--- src/rtl/tsar_pkg.sv ---
package tsar_pkg;
    localparam int CODE_W     = 6;
    localparam int EXP_W      = 3;
    localparam int EXP_MAX    = 5;
    localparam int CODE_RESET = 31;

    typedef enum logic [0:0] {
        ST_FETCH = 1'b0,
        ST_TRACK = 1'b1
    } tsar_state_e;
endpackage

--- src/rtl/tsar_step.sv ---
// Exponent counter plus one-hot decoder producing the step magnitude.
module tsar_step #(
    parameter int CODE_W  = 6,
    parameter int EXP_W   = 3,
    parameter int EXP_MAX = 5
) (
    input  logic              clk,
    input  logic              rst,
    input  logic              move,
    input  logic              dir_up,
    input  logic              clear,
    output logic [CODE_W-1:0] step
);
    localparam logic [EXP_W-1:0] EXP_CAP = EXP_W'(EXP_MAX);

    logic [EXP_W-1:0] exp_q;
    logic [EXP_W-1:0] eff_exp;
    logic             last_up_q;
    logic             have_dir_q;

    // Same direction as previous step keeps growing; otherwise restart at 0.
    always_comb begin
        if (have_dir_q && (last_up_q == dir_up))
            eff_exp = exp_q;
        else
            eff_exp = '0;
    end

    generate
        for (genvar i = 0; i < CODE_W; i++) begin : g_dec
            assign step[i] = move && (eff_exp == EXP_W'(i));
        end
    endgenerate

    always_ff @(posedge clk) begin
        if (rst || clear) begin
            exp_q      <= '0;
            last_up_q  <= 1'b0;
            have_dir_q <= 1'b0;
        end else if (move) begin
            exp_q      <= (eff_exp >= EXP_CAP) ? EXP_CAP : eff_exp + 1'b1;
            last_up_q  <= dir_up;
            have_dir_q <= 1'b1;
        end
    end

    AST_EXP_CAP: assert property (@(posedge clk) disable iff (rst)
        exp_q <= EXP_CAP);
    AST_STEP_ONEHOT: assert property (@(posedge clk) disable iff (rst)
        move |-> $onehot(step));
    AST_REVERSE_ONE: assert property (@(posedge clk) disable iff (rst)
        (move && have_dir_q && (last_up_q != dir_up)) |-> (step == CODE_W'(1)));
    AST_IDLE_ZERO: assert property (@(posedge clk) disable iff (rst)
        !move |-> (step == '0));
endmodule

--- src/rtl/tsar_accum.sv ---
// Saturating up/down accumulator holding the DAC code.
module tsar_accum #(
    parameter int CODE_W     = 6,
    parameter int CODE_RESET = 31
) (
    input  logic              clk,
    input  logic              rst,
    input  logic [CODE_W-1:0] step,
    input  logic              sub,
    output logic [CODE_W-1:0] code
);
    logic [CODE_W:0]   sum_w;
    logic [CODE_W:0]   diff_w;
    logic [CODE_W-1:0] code_d;

    always_comb begin
        sum_w  = {1'b0, code} + {1'b0, step};
        diff_w = {1'b0, code} - {1'b0, step};
        if (sub)
            code_d = diff_w[CODE_W] ? '0 : diff_w[CODE_W-1:0];
        else
            code_d = sum_w[CODE_W] ? '1 : sum_w[CODE_W-1:0];
    end

    always_ff @(posedge clk) begin
        if (rst)
            code <= CODE_W'(CODE_RESET);
        else
            code <= code_d;
    end

    AST_NO_WRAP_UP: assert property (@(posedge clk) disable iff (rst)
        ((step != '0) && !sub) |=> ((code > $past(code)) || (code == '1)));
    AST_NO_WRAP_DN: assert property (@(posedge clk) disable iff (rst)
        ((step != '0) && sub) |=> ((code < $past(code)) || (code == '0)));
    AST_ZERO_STEP: assert property (@(posedge clk) disable iff (rst)
        (step == '0) |=> $stable(code));
endmodule

--- src/rtl/tsar_track.sv ---
module tsar_track
    import tsar_pkg::*;
(
    input  logic              clk,
    input  logic              rst,
    input  logic              in_above,
    input  logic              in_below,
    output logic [CODE_W-1:0] dac_code,
    output logic [CODE_W-1:0] result,
    output logic              ready,
    output logic              sample_req
);
    tsar_state_e       state_q;
    tsar_state_e       state_d;
    logic              hold;
    logic              move;
    logic [CODE_W-1:0] step;
    logic [CODE_W-1:0] result_q;
    logic              req_q;

    assign hold = (state_q == ST_TRACK) && !in_above && !in_below;
    assign move = (state_q == ST_TRACK) && (in_above || in_below);

    always_comb begin
        state_d = state_q;
        unique case (state_q)
            ST_FETCH: state_d = ST_TRACK;
            ST_TRACK: state_d = hold ? ST_FETCH : ST_TRACK;
        endcase
    end

    // State register
    always_ff @(posedge clk) begin
        if (rst)
            state_q <= ST_FETCH;
        else
            state_q <= state_d;
    end

    // Output registers
    always_ff @(posedge clk) begin
        if (rst) begin
            result_q <= '0;
            req_q    <= 1'b0;
        end else begin
            req_q <= hold;
            if (hold)
                result_q <= dac_code;
        end
    end

    tsar_step #(
        .CODE_W (CODE_W),
        .EXP_W  (EXP_W),
        .EXP_MAX(EXP_MAX)
    ) u_step (
        .clk   (clk),
        .rst   (rst),
        .move  (move),
        .dir_up(in_above),
        .clear (!move),
        .step  (step)
    );

    tsar_accum #(
        .CODE_W    (CODE_W),
        .CODE_RESET(CODE_RESET)
    ) u_accum (
        .clk (clk),
        .rst (rst),
        .step(step),
        .sub (in_below),
        .code(dac_code)
    );

    assign result     = result_q;
    assign ready      = hold;
    assign sample_req = req_q;

    AST_RESET_MID: assert property (@(posedge clk)
        rst |=> ((dac_code == CODE_W'(CODE_RESET)) && !sample_req && (result == '0)));
    AST_FLAGS_EXCL: assert property (@(posedge clk) disable iff (rst)
        !(in_above && in_below));
    AST_HOLD_STABLE: assert property (@(posedge clk) disable iff (rst)
        ready |=> ($stable(dac_code) && sample_req));
    AST_RESULT_LOAD: assert property (@(posedge clk) disable iff (rst)
        ready |=> (result == $past(dac_code)));
    AST_REQ_PULSE: assert property (@(posedge clk) disable iff (rst)
        sample_req |-> !ready);
    AST_FETCH_STILL: assert property (@(posedge clk) disable iff (rst)
        sample_req |=> $stable(dac_code));
    AST_MOVE_UP: assert property (@(posedge clk) disable iff (rst)
        ((state_q == ST_TRACK) && in_above) |=> ((dac_code > $past(dac_code)) || (dac_code == '1)));
endmodule

--- config.mk ---
export PLATFORM = sky130hd
export DESIGN_NAME = tsar_track
export DESIGN_NICKNAME = d
export VERILOG_FILES = /design/src/rtl/tsar_pkg.sv /design/src/rtl/tsar_step.sv /design/src/rtl/tsar_accum.sv /design/src/rtl/tsar_track.sv
export SDC_FILE = /design/constraint.sdc
export NUM_CORES = 1
export LEC_CHECK = 0
export BUFFER_PORTS_ARGS = -buffer_cell sky130_fd_sc_hd__buf_4
export CELL_PAD_IN_SITES_DETAIL_PLACEMENT = 1
export CELL_PAD_IN_SITES_GLOBAL_PLACEMENT = 1
export CORE_MARGIN = 2
export CORE_UTILIZATION = 25
export DETAILED_ROUTE_END_ITERATION = 16
export PLACE_DENSITY = 0.57
export SYNTH_ARGS = -nofsm -noshare
export SYNTH_HDL_FRONTEND = slang
export SYNTH_SLANG_ARGS = --single-unit
--- constraint.sdc ---
create_clock -name clk -period 2.9 [get_ports clk]
set_clock_uncertainty 0.1 [all_clocks]
set_input_delay 0.58 -clock clk [delete_from_list [all_inputs] [get_ports clk]]
set_output_delay 0.58 -clock clk [all_outputs]
set_load 0.01 [all_outputs]
* Word level (Yosys, flattened, before mapping) *
Index checks and enable logic that the tools add are counted.
Widths: inputs -> output; s select.

storage, ports and cells
  bits in registers = 19
  logic and storage cells = 41

operators by class
  add/subtract/negate cells = 3
  magnitude comparators = 1
  equality and inequality tests = 6
  multiplexer cells = 7
  bitwise gates (word level) = 1
  reductions and logical operators = 16

operators with widths
  operator             count
  $mux 6               3
  $logic_and 1x1->1    10
  $add 6x6->7          1
  $sub 6x6->7          1
  $eq 3x2->1 const B   2
  $eq 3x3->1 const B   2
  $mux 3               2
  $add 3x1->3 const B  1
  $eq 3x1->1 const B   1
  $ge 3x3->1 const B   1
  $logic_not 1->1      3
  $logic_not 3->1      1
  $logic_or 1x1->1     2
  $pmux 1 s2           1
  $eq 1x1->1           1
  $mux 1               1
  $not 1->1            1

* Logic depth before layout (Yosys ltp) *
Gate-level depths: netlist (run 1).

  depth in word-level cells = 8
  mapped depth = 14
  gate-level depth less buffers = 14

* Cells and area by module *
Synthesis (run 1) repeated with hierarchy kept, for this count alone.

second synthesis, totals
  cells, all modules = 167
  area, all modules = 1447.6 um2

by module, submodules not included
  module      instances  cells each  area an instance (um2)  sequential area each (um2)
  tsar_accum  1          91          748.2                   120.1
  tsar_step   1          43          352.8                   100.1
  tsar_track  1          33          346.6                   160.2

* Least setup slack after synthesis (run 1) *
No wires, ideal clock.

  path kind = input to register
  start = input port in_above
  end = register u_accum.code[3]
  library setup time = 127 ps
  arrival = 2793 ps
  data required time = 2673 ps
  setup slack = -120 ps
  stages = 13
  buffers on the path = 0
  path through = xnor2_1 -> and2_1 -> nand2_1 -> inv_1 -> ha_1 -> nand3_1 -> inv_1 -> fa_1 -> nand2b_1 -> a21oi_2 -> a221oi_2 -> a21oi_1 -> or3_1

between the ends
  longest elaborated chain between the ends = 8
  elaborated cells on any way between the ends = 22

RTL lines
  element                                            RTL line                            RTL
  from (decl)                                        tsar_track.sv:6                     input logic in_above,
  $eq 1x1->1                                         tsar_step.sv:23                     if (have_dir_q && (last_up_q == dir_up))
  $logic_and 1x1->1                                  tsar_step.sv:23
  $mux 3                                             tsar_step.sv:23
  $eq 3x1->1 (tied with other cells)                 tsar_step.sv:31                     assign step[i] = move && (eff_exp == EXP_W'(i));
  $logic_and 1x1->1                                  tsar_step.sv:31
  $add 6x6->7 / $sub 6x6->7 (equally long branches)  tsar_accum.sv:17, tsar_accum.sv:18
  $mux 6, on equally long branches                   tsar_accum.sv:22, tsar_accum.sv:20
  $mux 6 (*)                                         tsar_accum.sv:19                    if (sub)
  to (signal assigned)                               tsar_accum.sv:27                    code <= CODE_W'(CODE_RESET);
  to (signal assigned)                               tsar_accum.sv:29                    code <= code_d;
  to (decl)                                          tsar_accum.sv:10                    output logic [CODE_W-1:0] code

Mark *: on every way between the ends. The rest lies on a longest branch, timed or not.
A chain may end at the register's enable or synchronous reset.

* Final worst setup path (run 1) *
Ends and elaborated chain as after synthesis.

==> results of run 1 <==
layout make-up:
cell class,count,area [um^2]
Clock buffer,3,41.29
Clock inverter,1,5.005
Fill cell,585,2992
Inverter,14,55.05
Multi-Input combinational cell,117,1105
Sequential cell,19,381.6
Tap cell,70,87.58
Timing Repair Buffer,49,375.4
layout by cell type (no fill, tap or decap), types with 3 or more instances in the layout:
cell	instances
clkbuf_8	3
ha_4	11
xor2_1	4
nand2_4	4
buf_4	48
inv_1	9
nor2_2	3
ha_1	5
a21oi_1	13
nor2_1	10
inv_2	3
o21ai_1	4
o21a_1	3
nand2_1	13
a21oi_2	3
dfxtp_1	18
layer usage:
layer / track usage [%] / share of wire, % / routed length [um] / vias to the layer above
li1: - / - / - / 626
met1: 16.94 / 41 / 1713 / 630
met2: 28.75 / 55 / 2285 / 10
met3: 1.185 / 0.99 / 41 / 9
met4: 6.545 / 2.7 / 110 / 0
met5: 0 / 0 / 0 / -
registers in the layout (all words and copies together) (netlist names):
signal and flops:
u_accum.code 6, sample_req 1, state_q 1, u_step.have_dir_q 1, u_step.exp_q 3, u_step.last_up_q 1, result 6
metrics by stage:
step	power, mW	setup TNS (ns)	hold WS (ns)
finish	0.8730	0	0.3611
detailed placement	0.6231	-1.827	0.3563
floorplan	0.4972	0	0.3322
global placement	0.6134	-1.225	0.3446
CTS	0.8469	0	0.3669
global route	0.9357	-0.2622	0.3986
kinds of logic after synthesis:
family | synth area share [%]
buffers and inverters | 6.075
adder cells (fa/ha/maj) | 20.44
flip-flops | 29.31
XOR/XNOR | 3.375
AND/OR/NAND/NOR | 19.87
AO/OA/AOI/OAI | 20.15
multiplexers | 0.7715
critical path: stages:
cell,delay [ns]
buf_8,0.11
xnor2_4,0.12
and2_4,0.16
nand2_4,0.10
ha_4,0.16
nand2_4,0.05
nor2_4,0.16
ha_4,0.15
inv_2,0.03
fa_2,0.34
a211oi_2,0.22
nor2_2,0.09
o31ai_4,0.23
nor3_2,0.08
or3_1,0.33
power groups by stage:
stage / clock (mW) / combinational (mW) / sequential (mW)
2_1_floorplan: 0 / 0.177 / 0.320
3_3_place_gp: 0 / 0.293 / 0.321
3_5_place_dp: 0 / 0.301 / 0.322
4_1_cts: 0.198 / 0.329 / 0.319
5_1_grt: 0.212 / 0.397 / 0.327
6_report: 0.195 / 0.356 / 0.322
worst max-delay path by stage:
stage | cells after the start | to | startpoint
detailed placement | 15 | u_accum.code[5]$_SDFF_PP0_ | in_above
global placement | 15 | u_accum.code[5]$_SDFF_PP0_ | in_above
finish | 15 | u_accum.code[3]$_SDFF_PP1_ | in_above
CTS | 15 | u_accum.code[3]$_SDFF_PP1_ | in_above
global route | 15 | u_accum.code[3]$_SDFF_PP1_ | in_above
floorplan | 13 | u_accum.code[3]$_SDFF_PP1_ | in_above
repair_timing:
| item | in CTS | in global routing |
|---|---|---|
| gates resized for setup | 34 | 13 |
| endpoints found under the setup margin | 4 | 6 |
| pin swaps | 20 | 18 |
| buffers inserted | 4 | 0 |
==> results.env, run 1 <==
ASYNCSETRESETFLOPFRACSYNTH_PCT=0
SYNTH.DISTINCT_CELLS=41
BOUNDARYPINS=18
LAYOUT.CORE_UTILIZATION_PCT=40.67
CLKLATENCYLATEPIN_NS=0.27
SLEW-LIMIT-HEADROOM_PCT=73.65
WORSTHOLDPATHTYPE='reg2reg'
ANTENNA_FOUND_INITIAL=0
POST_ROUTE_CELLS_DRIVE_ABOVE_1_SHARE_PCT=46.80
DIE-AREA_UM2=5782
HOLD_VIOLATIONS=0
LAYOUT.NETS=228
TOTAL_LEAKAGE_POWER_nW=0.9250
NUMPORTBUFFERS=17
YS_FF_LATCH=19
YOSYS.AREA.TOP_TYPE='dfxtp_1'
SYNTH_TOP_FLOP_CELL='dfxtp_1'
DRC_ERRORS=0
ACHIEVABLE-FREQUENCY_GHz=0.3502
DIODES_INSERTED=0
CTS_INSERTED_BUFFERS=3
WORST-R2R-SETUP-SLACK_NS=0.11
DESIGN_AREA_UM2=2051
HPWLAFTERDP_UM=3149
SWITCHING_SHARE_PCT=34.90
COUNT_OF_FLIP_FLOPS_WITH_A_BUILT_IN_ENABLE_AFTER_SYNTHESIS=0
TIMING_MAX_TRANSITION_VIOLATIONS_FINAL=0
FINAL.MIN_CLOCK_PERIOD_NS=2.856
CORE-AREA_UM2=5042
INTERNAL_POWER_uW=568.3
SETUP_VIOLATIONS=0
CTSHTREEMAXLEVEL=1
STARTPOINT_TYPE='input pin'
MIN_PERIOD_OVER_PERIOD_PCT=98.47
NETLIST_AREA_UM2=1297
HOLDPATHSTAGES=2
CTS_TREE='yes'
FIRST_ITER_VIOLATIONS=16
SYNTH_CELLS=153
CRIT_PATH_END_KIND='register'
YS_TOP_CELLS_BY_AREA='dfxtp_1 (29%), ha_1 (17%), a21oi_1 (5.8%), nand2_1 (4.9%), inv_1 (3.8%)'
PLACE.DETAILED.INSTANCES=265
GP_ROUTABILITY_CONGESTION=0.8435
RSZ0062_AT_GRT='yes'
CP_DATA_ARRIVAL_TIME_NS=2.91
FLOORPLAN.DIE.HEIGHT_UM=76.04
TIGHTEST_SLEW_NS=0.3948
ROUTED_VIA_DENSITY=4.670
PWR_DENSITY_CELL_nW_PER_UM2=425.7
COMB_POWER_SHARE_PCT=40.8
POSTSYNTHNETCOUNT=177
VIAS_IN_THE_FIRST_GLOBAL_ROUTE=1437
WL_PER_CELL_UM=15.20
TIMING.RR.END='u_accum.code[3]$_SDFF_PP1_'
OUTCOME='finished, final reports clean'
SYNTH_COMMONEST_CELLS='dfxtp_1 (19), ha_1 (18), nand2_1 (17), a21oi_1 (15)'
PEAKVDDDROP_mV=0.1580
NUMBER_OF_STANDARD_CELL_ROWS_IN_THE_FLOORPLAN=26
MAX-CAP-VIOLATIONS=0
SETUP_SLACK_NS=0.04445
TIMING_WORST_SETUP_PATH_TYPE='in2reg'
WORST_EP_REQUIRED_TIME_NS=2.96
DRTPASS1ITERATIONS=2
END_POINT_OF_THE_MOST_CRITICAL_HOLD_PATH='result[0]$_SDFFE_PP0P_'
GRT_MAX_DEGREE=17
MOST_COMMON_CELL_IN_THE_NETLIST='dfxtp_1'
DIE_W_UM=76.04
DRTANTENNAVIOLNETS=0
FLOW.AREA_GROWTH_FROM_SYNTHESIS_PCT=58.05
CTS.REPORTEDPATHS.CLKPINSLEW_NS=0.08
CELL_AT_THE_ROOT_OF_THE_CLOCK_TREE='clkbuf_8'
CRIT_PATH_MAX_FANOUT=3
HOLD_START='result[0]$_SDFFE_PP0P_'
CLOCK_POWER_SHARE_PCT=22.3
CTSHOLDBUFFERS=0
SYNTHESIS.YOSYS.WARNINGS=0
SEQ_AREA_FRAC_SYNTH_PCT=29.32
AVGSYNTHCELLAREA_UM2=8.480
WL_UM=4150
INITIAL_CORE_UTIL_PCT=25.73
CLOCKBUFFERDEPTH=2
REG2REG_DEPTH=14
CTS_NUM_SINKS=19
VIAS=1275
SEQ_POWER_SHARE_PCT=36.9
DPL_WORST_SLACK_NS=-0.4088
GRT.OVERFLOW.TOTAL=0
GLOBALROUTETOTALUTIL_PCT=15.02
REG2REG_FROM='u_step.last_up_q$_SDFFE_PP0P_'
P_SW_uW=304.7
FIN_CELLS=273
POSTPLACECELLAREA_UM2=1747
SYNTH_TOP_CELL_AREA_SHARE_PCT=29.32
FIRST_PASS_GRT_WIRE_LENGTH_UM=6982
Note: power is estimated with default switching activity, not from simulation.
==> inputs of run 2 (changes only) <==
--- a/config.mk
+++ b/config.mk
@@ -12,6 +12,7 @@
 export CORE_UTILIZATION = 25
 export DETAILED_ROUTE_END_ITERATION = 16
 export PLACE_DENSITY = 0.57
+export RECOVER_POWER = 100
 export SYNTH_ARGS = -nofsm -noshare
 export SYNTH_HDL_FRONTEND = slang
 export SYNTH_SLANG_ARGS = --single-unit
==> results.env, run 2 (synthesis results as in run 1) <==
OUTCOME='finished, final reports clean'
WORST-PATH-BUF-INV=2  # unchanged
CTS_TREE='yes'
CLKLATENCYLATEPIN_NS=0.27  # about the same
CTSHOLDBUFFERS=0  # unchanged
CRIT_PATH_END_KIND='register'
CTS_NUM_SINKS=19  # unchanged
MIN_PERIOD_OVER_PERIOD_PCT=98.47  # about the same
PLACE.DETAILED.INSTANCES=265  # unchanged
CORE-AREA_UM2=5042  # unchanged
MOST-COMMON-LAYOUT-CELLS='buf_4 (48), dfxtp_1 (18), nand2_1 (13), a21oi_1 (13)'
CLOCK_POWER_SHARE_PCT=22.3  # about the same
SWITCHING_SHARE_PCT=34.91  # about the same
FIRST_PASS_GRT_WIRE_LENGTH_UM=6982  # unchanged
SETUP_VIOLATIONS=0  # unchanged
WL_PER_CELL_UM=15.21  # about the same
DPL_WORST_SLACK_NS=-0.4088  # unchanged
TIGHTEST_SLEW_NS=0.3947  # -0.00001955 ns
CELL_AT_THE_ROOT_OF_THE_CLOCK_TREE='clkbuf_8'
DIODES_INSERTED=0  # unchanged
CTS.REPORTEDPATHS.CLKPINSLEW_NS=0.09  # about the same
LEADING_CELL_TYPE_IN_THE_LAYOUT_FILL_AND_TAPS_EXCLUDED='buf_4'
WL_UM=4151  # about the same
P_SW_uW=304.8  # about the same
FIRST_ITER_VIOLATIONS=16  # unchanged
ANTENNA_FOUND_INITIAL=0  # unchanged
SLEW-LIMIT-HEADROOM_PCT=73.65  # about the same
POST_ROUTE_TOTAL_POWER_uW=872.9  # about the same
GRT.OVERFLOW.TOTAL=0  # unchanged
WORSTHOLDPATHTYPE='reg2reg'
SEQ_POWER_SHARE_PCT=36.9  # about the same
FLOW.AREA_GROWTH_FROM_SYNTHESIS_PCT=57.86
TIMING_WORST_SETUP_PATH_TYPE='in2reg'
VIAS_IN_THE_FIRST_GLOBAL_ROUTE=1437  # unchanged
CTS_INSERTED_BUFFERS=3  # unchanged
CTSHTREEMAXLEVEL=1  # unchanged
NUMBER_OF_STANDARD_CELL_ROWS_IN_THE_FLOORPLAN=26  # unchanged
LAYOUT.NETS=228  # unchanged
GRT_MAX_DEGREE=17  # unchanged
MAX-CAP-VIOLATIONS=0  # unchanged
FLOORPLAN.DIE.HEIGHT_UM=76.04  # unchanged
SETUP_SLACK_NS=0.04428  # -0.0001623 ns
STARTPOINT_TYPE='input pin'
DIE_W_UM=76.04  # unchanged
CLOCKBUFFERDEPTH=2  # unchanged
VIAS=1274  # -0.078%
PWR_DENSITY_CELL_nW_PER_UM2=426.2  # +0.11%
ACHIEVABLE-FREQUENCY_GHz=0.3502  # about the same
GP_ROUTABILITY_CONGESTION=0.8435  # unchanged
HPWLAFTERDP_UM=3149  # unchanged
NUMPORTBUFFERS=17  # unchanged
INTERNAL_POWER_uW=568.1  # about the same
RSZ0062_AT_GRT='yes'
WORST_EP_REQUIRED_TIME_NS=2.96  # about the same
HOLD-WORST-SLACK_NS=0.3611  # -0.000002000 ns
ROUTED_VIA_DENSITY=4.667  # about the same
GLOBALROUTETOTALUTIL_PCT=15.02  # unchanged
CP_DATA_ARRIVAL_TIME_NS=2.91  # about the same
CPLARGESTDELAYFAMILY='simple AND/OR/NAND/NOR gates'
COMB_POWER_SHARE_PCT=40.8  # about the same
TIMING_MAX_TRANSITION_VIOLATIONS_FINAL=0  # unchanged
DRTANTENNAVIOLNETS=0  # unchanged
CRITPATHSLOWESTCELL='fa_2'
PEAKVDDDROP_mV=0.1580  # about the same
DIE-AREA_UM2=5782  # unchanged
TOTAL_LEAKAGE_POWER_nW=0.9250  # about the same
CRIT_PATH_MAX_FANOUT=3  # unchanged
INITIAL_CORE_UTIL_PCT=25.73  # unchanged
DRC_ERRORS=0  # unchanged
POST_ROUTE_CELLS_DRIVE_ABOVE_1_SHARE_PCT=46.31  # -0.49 points
HOLD_VIOLATIONS=0  # unchanged
CRITICAL_PATH_CELL_BY_CELL='buf_8 -> xnor2_4 -> and2_4 -> nand2_4 -> ha_4 -> nand2_4 -> nor2_4 -> ha_4 -> inv_2 -> fa_2 -> a211oi_2 -> nor2_2 -> o31ai_4 -> nor3_2 -> or3_1'
FINAL.MIN_CLOCK_PERIOD_NS=2.856  # +0.0001623 ns
CPPEAKSTAGEDELAY_NS=0.34  # about the same
FIN_CELLS=273  # unchanged
DRTPASS1ITERATIONS=2  # unchanged
BOUNDARYPINS=18  # unchanged
-- run 2: cell counts in the layout (fill, tap and decap cells not counted) --
Identical to the previous run, type by type.
-- run 2: cell type report --
cell class	instances	area, um^2
inverters	14	55.05
repair buffers	49	375.4
multi-input cells	117	1102
well taps	70	87.58
fillers	585	2994
flip-flops and latches	19	381.6
clock buffers	3	41.29
clock inverters	1	5.005
-- run 2: path summary, 6_finish.rpt --
kind	slack [ns]	start	end	cells past startpoint
worst max register to register	0.11	u_step.last_up_q$_SDFFE_PP0P_	u_accum.code[3]$_SDFF_PP1_	14
worst min register to register	0.36	result[0]$_SDFFE_PP0P_	result[0]$_SDFFE_PP0P_	2
worst max-delay path	0.04	in_above	u_accum.code[3]$_SDFF_PP1_	15
worst min-delay path	0.36	result[0]$_SDFFE_PP0P_	result[0]$_SDFFE_PP0P_	2
-- run 2: power groups by stage --
stage | registers [mW] | logic [mW] | clock network [mW]
after floorplan | 0.320 | 0.177 | 0
after global placement | 0.321 | 0.293 | 0
after detailed placement | 0.322 | 0.301 | 0
after CTS | 0.319 | 0.329 | 0.198
after global routing | 0.327 | 0.396 | 0.212
final | 0.322 | 0.356 | 0.195
-- run 2: stage by stage --
stage | TNS (ns) | instance area (um^2) | utilization, %
after floorplan | 0 | 1348 | -
after global placement | -1.225 | 1747 | 34.64
after detailed placement | -1.827 | 1747 | 34.64
after CTS | 0 | 1981 | 39.28
after global routing | -0.3181 | 2048 | 40.62
final | 0 | 2048 | 40.62
-- run 2: tightest hold or removal path: cells and delay by family (launching register included) --
family / cells / cell delay, ns
and+or+nand+nor: 1 / 0.05
AOI/OAI and AO/OA: 1 / 0.05
DFF: 1 / 0.31
-- run 2: repair_timing --
item,in CTS,in global routing
cloned,0,0
gates resized for setup,34,13
buffers inserted,4,0
setup endpoints to repair,4,6
pin swaps,20,18
-- run 2: layer usage --
metal	track usage, %	vias up	share of wire, %
met4	6.545	0	2.6
met5	0	-	0
met2	28.75	10	55
met3	1.185	9	0.99
li1	-	626	-
met1	16.94	629	41
